--- src/rtl/msi_cap_pkg.sv ---
package msi_cap_pkg;
  localparam int NUM_GROUPS    = 8;
  localparam int DATA_W        = 32;
  localparam int VEC_PER_GROUP = DATA_W;
  localparam int NUM_VEC       = NUM_GROUPS * VEC_PER_GROUP;
  localparam int GRP_W         = $clog2(NUM_GROUPS);
  localparam int BIT_W         = $clog2(VEC_PER_GROUP);
  localparam int IDX_W         = $clog2(NUM_VEC);
  localparam int ADDR_W        = 64;
  localparam int REG_AW        = 8;
  localparam int GROUP_STRIDE  = 12;
  localparam int GRP_SPAN      = NUM_GROUPS * GROUP_STRIDE;
  localparam int OFF_TGT_LO    = GRP_SPAN;
  localparam int OFF_TGT_HI    = GRP_SPAN + 4;
  localparam int OFF_WPEND     = GRP_SPAN + 8;
  localparam int OFF_WEN       = GRP_SPAN + 12;
  localparam int MSI_SRC_BIT   = 2;

  typedef enum logic [2:0] {
    RD_NONE, RD_STAT, RD_EN, RD_TLO, RD_THI, RD_PEND, RD_WEN
  } rdSel_t;

  typedef struct packed {
    logic             msiSet;
    logic [GRP_W-1:0] msiGrp;
    logic [BIT_W-1:0] msiBit;
    logic [GRP_W-1:0] regGrp;
    rdSel_t           rdSel;
    logic             statW1c;
    logic             enWr;
    logic             tgtLoWr;
    logic             tgtHiWr;
    logic             pendW1c;
    logic             wrapEnWr;
  } ctrlStrb_t;
endpackage

--- src/rtl/msi_cap_ctrl.sv ---
module msi_cap_ctrl
  import msi_cap_pkg::*;
(
  input  logic              msiWrValid,
  input  logic [ADDR_W-1:0] msiWrAddr,
  input  logic [DATA_W-1:0] msiWrData,
  input  logic              regWrEn,
  input  logic [REG_AW-1:0] regAddr,
  input  logic [ADDR_W-1:0] tgtAddr,
  output ctrlStrb_t         strb
);
  logic [REG_AW-1:0] quo, rem;
  rdSel_t sel;

  always_comb begin
    quo = regAddr / REG_AW'(GROUP_STRIDE);
    rem = regAddr % REG_AW'(GROUP_STRIDE);
    sel = RD_NONE;
    if (regAddr < REG_AW'(GRP_SPAN)) begin
      if (rem == REG_AW'(0))      sel = RD_STAT;
      else if (rem == REG_AW'(4)) sel = RD_EN;
    end else if (regAddr == REG_AW'(OFF_TGT_LO)) sel = RD_TLO;
    else if (regAddr == REG_AW'(OFF_TGT_HI))     sel = RD_THI;
    else if (regAddr == REG_AW'(OFF_WPEND))      sel = RD_PEND;
    else if (regAddr == REG_AW'(OFF_WEN))        sel = RD_WEN;
  end

  always_comb begin
    strb          = '0;
    strb.msiSet   = msiWrValid && (msiWrAddr == tgtAddr) &&
                    (msiWrData < DATA_W'(NUM_VEC));
    strb.msiGrp   = msiWrData[BIT_W +: GRP_W];
    strb.msiBit   = msiWrData[BIT_W-1:0];
    strb.regGrp   = quo[GRP_W-1:0];
    strb.rdSel    = sel;
    strb.statW1c  = regWrEn && (sel == RD_STAT);
    strb.enWr     = regWrEn && (sel == RD_EN);
    strb.tgtLoWr  = regWrEn && (sel == RD_TLO);
    strb.tgtHiWr  = regWrEn && (sel == RD_THI);
    strb.pendW1c  = regWrEn && (sel == RD_PEND);
    strb.wrapEnWr = regWrEn && (sel == RD_WEN);
  end
endmodule

--- src/rtl/msi_cap_datapath.sv ---
module msi_cap_datapath
  import msi_cap_pkg::*;
(
  input  logic              clk,
  input  logic              rstN,
  input  ctrlStrb_t         strb,
  input  logic [DATA_W-1:0] regWrData,
  output logic [ADDR_W-1:0] tgtAddr,
  output logic [DATA_W-1:0] regRdData,
  output logic              irqOut
);
  logic [NUM_GROUPS-1:0][VEC_PER_GROUP-1:0] statusQ;
  logic [NUM_GROUPS-1:0][VEC_PER_GROUP-1:0] enableQ;
  logic [NUM_GROUPS-1:0] groupHit;
  logic [DATA_W-1:0] tgtLoQ, tgtHiQ;
  logic pendQ, wrapEnQ, anyHit;

  for (genvar g = 0; g < NUM_GROUPS; g++) begin : g_grp
    logic [VEC_PER_GROUP-1:0] setMask, clrMask;
    always_comb begin
      setMask = '0;
      if (strb.msiSet && strb.msiGrp == GRP_W'(g)) setMask[strb.msiBit] = 1'b1;
      clrMask = (strb.statW1c && strb.regGrp == GRP_W'(g)) ? regWrData : '0;
    end
    always_ff @(posedge clk or negedge rstN) begin
      if (!rstN) begin
        statusQ[g] <= '0;
        enableQ[g] <= '0;
      end else begin
        statusQ[g] <= (statusQ[g] & ~clrMask) | setMask;
        if (strb.enWr && strb.regGrp == GRP_W'(g)) enableQ[g] <= regWrData;
      end
    end
    assign groupHit[g] = |(statusQ[g] & enableQ[g]);
  end

  assign anyHit = |groupHit;

  always_ff @(posedge clk or negedge rstN) begin
    if (!rstN) begin
      tgtLoQ  <= '0;
      tgtHiQ  <= '0;
      pendQ   <= 1'b0;
      wrapEnQ <= 1'b0;
    end else begin
      if (strb.tgtLoWr)  tgtLoQ  <= regWrData;
      if (strb.tgtHiWr)  tgtHiQ  <= regWrData;
      if (strb.wrapEnWr) wrapEnQ <= regWrData[MSI_SRC_BIT];
      if (anyHit)        pendQ   <= 1'b1;
      else if (strb.pendW1c && regWrData[MSI_SRC_BIT]) pendQ <= 1'b0;
    end
  end

  assign tgtAddr = {tgtHiQ, tgtLoQ};
  assign irqOut  = pendQ & wrapEnQ;

  always_comb begin
    regRdData = '0;
    case (strb.rdSel)
      RD_STAT: regRdData = statusQ[strb.regGrp];
      RD_EN:   regRdData = enableQ[strb.regGrp];
      RD_TLO:  regRdData = tgtLoQ;
      RD_THI:  regRdData = tgtHiQ;
      RD_PEND: regRdData[MSI_SRC_BIT] = pendQ;
      RD_WEN:  regRdData[MSI_SRC_BIT] = wrapEnQ;
      default: regRdData = '0;
    endcase
  end
endmodule

--- src/rtl/msi_capture_ctrl.sv ---
module msi_capture_ctrl
  import msi_cap_pkg::*;
(
  input  logic              clk,
  input  logic              rstN,
  input  logic              msiWrValid,
  input  logic [ADDR_W-1:0] msiWrAddr,
  input  logic [DATA_W-1:0] msiWrData,
  input  logic              regWrEn,
  input  logic [REG_AW-1:0] regAddr,
  input  logic [DATA_W-1:0] regWrData,
  output logic [DATA_W-1:0] regRdData,
  output logic              irqOut
);
  ctrlStrb_t         strb;
  logic [ADDR_W-1:0] tgtAddr;

  msi_cap_ctrl u_ctrl (
    .msiWrValid(msiWrValid), .msiWrAddr(msiWrAddr), .msiWrData(msiWrData),
    .regWrEn(regWrEn), .regAddr(regAddr), .tgtAddr(tgtAddr), .strb(strb)
  );

  msi_cap_datapath u_dp (
    .clk(clk), .rstN(rstN), .strb(strb), .regWrData(regWrData),
    .tgtAddr(tgtAddr), .regRdData(regRdData), .irqOut(irqOut)
  );
endmodule

--- config.mk ---
export PLATFORM = sky130hd
export DESIGN_NAME = msi_capture_ctrl
export DESIGN_NICKNAME = d
export VERILOG_FILES = /design/src/rtl/msi_cap_pkg.sv /design/src/rtl/msi_cap_ctrl.sv /design/src/rtl/msi_cap_datapath.sv /design/src/rtl/msi_capture_ctrl.sv
export SDC_FILE = /design/constraint.sdc
export NUM_CORES = 1
export LEC_CHECK = 0
export BUFFER_PORTS_ARGS = -buffer_cell sky130_fd_sc_hd__buf_2
export CAP_MARGIN = 10
export CORE_MARGIN = 8
export CORE_UTILIZATION = 45
export CTS_CLUSTER_SIZE = 14
export DETAILED_ROUTE_END_ITERATION = 8
export PLACE_DENSITY = 0.61
export SYNTH_ARGS = -nofsm -noshare
export SYNTH_HDL_FRONTEND = slang
export SYNTH_SLANG_ARGS = --single-unit
--- constraint.sdc ---
create_clock -name clk -period 9 [get_ports clk]
set_clock_uncertainty 0.05 [all_clocks]
set_input_delay 1.8 -clock clk [delete_from_list [all_inputs] [get_ports clk]]
set_output_delay 1.8 -clock clk [all_outputs]
set_load 0.01 [all_outputs]
==> flow_metrics.py <==
metrics = {
    "yosys": {
        "synth_edf_count": 0,
        "synth-simple-area-share_pct": 18.18,
        "synth_mux_area_share_pct": 15.65,
        "synth_warnings": 0,
        "yosysSeqAreaShare_pct": 48.24,
        "syn-cell-area_mm2": 0.02998,
        "synth_ff_type": "dfrtp_1",
        "synth.distinct_cells": 71,
        "syn_nets": 3253,
        "synth_fa_ha_area_share_pct": 0,
        "synth_area_leaders": "dfrtp_1 48%, nand2_1 11%, mux2_2 11%",
        "synth-async-reset-ratio_pct": 100.0,
        "ys_seq_elements": 578,
        "synth_compound_area_share_pct": 12.59,
        "synth_largest_area_cell": "dfrtp_1",
        "yosysTopAreaCellShare_pct": 48.24,
        "synth_top_family_by_area": "simple AND/OR/NAND/NOR gates",
        "postSynthCellCount": 3113,
        "syn-mean-instance-area_um2": 9.631,
        "synthXorXnorAreaFrac_pct": 1.315,
    },
    "critical_path": {
        "critPathCaptureType": "output port",
        "crit_fanout": 21,
        "max_stage_delay_ns": 0.64,
        "critical_path_class": "in2out",
        "cp-start-kind": "input pin",
        "worst_ep_arrival_time_ns": 5.78,
        "required_ns": 7.15,
        "crit_slowest_cell": "nand2_1",
        "reg2reg_from": "u_dp.tgtLoQ[24]",
        "critPathLaunch": "regAddr[7]",
        "cp_cell_sequence": "buf_2 > xnor2_1 > a211oi_1 > o32a_1 > nand4bb_4 > nor2_1 > buf_4 > nand2_1 > buf_4 > o22a_1 > nand3_1 > buf_2",
    },
    "placed_design": {
        "io_buffers": 172,
        "hpwl_mm": 103.5,
        "gp_congestion": 1.058,
    },
    "global_routing": {
        "grt_max_degree": 166,
        "antenna_found_initial": 17,
        "grt_pass1_wl_mm": 211.2,
        "grt_pass1_vias": 26880,
        "overflow": 0,
        "grt_use_total_pct": 39.58,
    },
    "power_and_ir_drop": {
        "total_power_mw": 6.461,
        "leakagePower_nw": 14.78,
        "vdd_drop_max_mv": 0.1560,
        "p_per_area_mw_per_mm2": 192.0,
    },
    "run": {
        "max_cap_viol_count": 0,
    },
    "drt": {
        "dr_wl_met3_mm": 20.67,
        "routed-wl-met2_mm": 62.68,
        "top_layer": "met5",
        "drtAntennaViolNets": 0,
        "drt_first_pass_iters": 8,
        "vias": 28230,
        "via_per_inst": 6.894,
        "drtIter0Drc": 4639,
        "wl_met1_mm": 56.38,
        "wire_per_inst_um": 37.24,
        "drt-total-wl_mm": 152.5,
        "drc": 0,
    },
    "die": {
        "pin_count": 173,
        "die_h_um": 274.1,
        "die_w_um": 274.1,
        "core-area_mm2": 0.06586,
        "initial_core_util_pct": 45.52,
        "row_count": 94,
        "dieArea_mm2": 0.07514,
    },
    "sta": {
        "finalHoldViolCount": 0,
        "finalSetupViolCount": 0,
        "final-max-slew-violation-count": 1,
        "period_minus_slack_ns": 7.625,
        "tightest_slew_ns": 1.525,
        "tns_ns": 0,
        "relSlewSlack_pct": -1.647,
        "rsz0062_at_grt": "false",
        "period_share_pct": 84.72,
        "fmax_mhz": 131.1,
    },
    "clocking": {
        "post_cts_buffers": 0,
        "cts.htree.levels": 3,
        "cts_buffer_depth": 3,
        "ctsHoldBuffers": 0,
        "clkTransAtPathRegs_ns": 0.06,
        "root_buffer": "clkbuf_16",
        "cts_tree": "built",
        "worstSkewPairLatency_ns": 0.62,
        "clock_sinks": 578,
        "cts_resized": 0,
        "cts_buffers": 67,
    },
    "worst_hold_path": {
        "worst_hold_path_type": "reg2reg",
        "holdCritStartpoint": "u_dp.statusQ[39]",
    },
    "finish": {
        "area_delta_synth_final_pct": 12.22,
        "final_nets": 3317,
        "drive_gt1_share_pct": 20.56,
    },
    "outcome": {
        "violations": "max-slew violations",
        "status": "finished with violations",
    },
}
## sequential cells by signal, summed over array words and instances (netlist names)
register,flops
u_dp.tgtHiQ,32
u_dp.wrapEnQ,1
u_dp.pendQ,1
u_dp.statusQ,256
u_dp.tgtLoQ,32
u_dp.enableQ,256
## report_power, final
group	leakage [nW]	switching (mW)	total, mW	internal (mW)
registers	7.99	0.196	2.93	2.73
logic	5.73	0.515	0.761	0.246
clock network	1.05	1.17	2.77	1.60
total	14.8	1.88	6.46	4.58
## placed cells by master, fill, tap and decap left out, types with 12 or more instances in the layout
cell | synthesis | final
a221oi_1 | 59 | 59
a222oi_1 | 17 | 17
a22o_1 | 71 | 71
a22oi_1 | 19 | 19
a31oi_1 | 46 | 46
buf_2 | 75 | 171
buf_4 | 18 | 62
clkbuf_1 | 103 | 15
clkbuf_16 | 0 | 69
clkinv_2 | 0 | 12
dfrtp_1 | 578 | 578
inv_1 | 26 | 26
mux2_1 | 39 | 39
mux2_2 | 282 | 282
mux2i_1 | 106 | 106
nand2_1 | 901 | 901
nand3_1 | 163 | 161
nand4_1 | 53 | 53
nor2_1 | 20 | 14
nor4_1 | 14 | 14
o21ai_0 | 194 | 194
o21ai_1 | 72 | 72
o22a_1 | 24 | 24
xnor2_1 | 22 | 22
xor2_1 | 23 | 23
## final timing paths
| kind | endpoint | slack [ns] | cells past startpoint |
|---|---|---|---|
| worst max register to register | u_dp.statusQ[192] | 5.06 | 9 |
| worst min register to register | u_dp.statusQ[39] | 0.46 | 2 |
| min in group asynchronous | u_dp.enableQ[254] | 1.20 | 1 |
| max in group asynchronous | u_dp.enableQ[134] | 6.08 | 2 |
| worst max-delay path | regRdData[26] | 1.37 | 12 |
| worst min-delay path | u_dp.statusQ[39] | 0.46 | 2 |
## synth_stat cells, types with 39 or more instances
master,count
nand2_1,901
dfrtp_1,578
mux2_2,282
o21ai_0,194
nand3_1,163
mux2i_1,106
clkbuf_1,103
buf_2,75
o21ai_1,72
a22o_1,71
a221oi_1,59
nand4_1,53
a31oi_1,46
buf_1,43
mux2_1,39
## worst max-delay path, delay by kind of cell
kind	cells	cell delay (ns)
XOR/XNOR	1	0.23
AND/OR/NAND/NOR	4	1.67
buffers and inverters	4	1.32
AO/OA/AOI/OAI	3	0.70
## cell type report
class                           count  area, um2
Sequential cell                   578      14460
Multi-Input combinational cell   2265      14390
Tap cell                          864       1081
Timing Repair Buffer              239       1444
Clock inverter                     22      227.7
Clock buffer                       94       1921
Inverter                           26      97.59
Fill cell                        6156      32220
Antenna cell                        7      17.52
## logic make-up after synthesis
family | after synthesis
AOI/OAI and AO/OA | 565
xor gates and xnor gates | 45
buffers and inverters | 270
DFF | 578
muxes | 428
and+or+nand+nor | 1227
## per-stage QoR
stage	area (um2)	worst slack (ns)	utilization (%)	std cells	hold WS, ns
after floorplan	29980	3.120	-	3113	0.4175
after global placement	31450	1.627	47.75	3971	0.4344
after detailed placement	31480	1.556	47.80	3972	0.4465
after CTS	33630	1.546	51.06	4088	0.4599
after global routing	33640	1.327	51.07	4091	0.4762
final	33650	1.375	51.08	4095	0.4616
## routing by layer
| layer | GRT usage (%) | vias to the layer above |
|---|---|---|
| li1 | - | 11160 |
| met1 | 50.99 | 14040 |
| met2 | 55.38 | 2391 |
| met3 | 13.71 | 624 |
| met4 | 27.16 | 14 |
| met5 | 0 | - |
No activity file was read; power rests on OpenSTA's default activity.
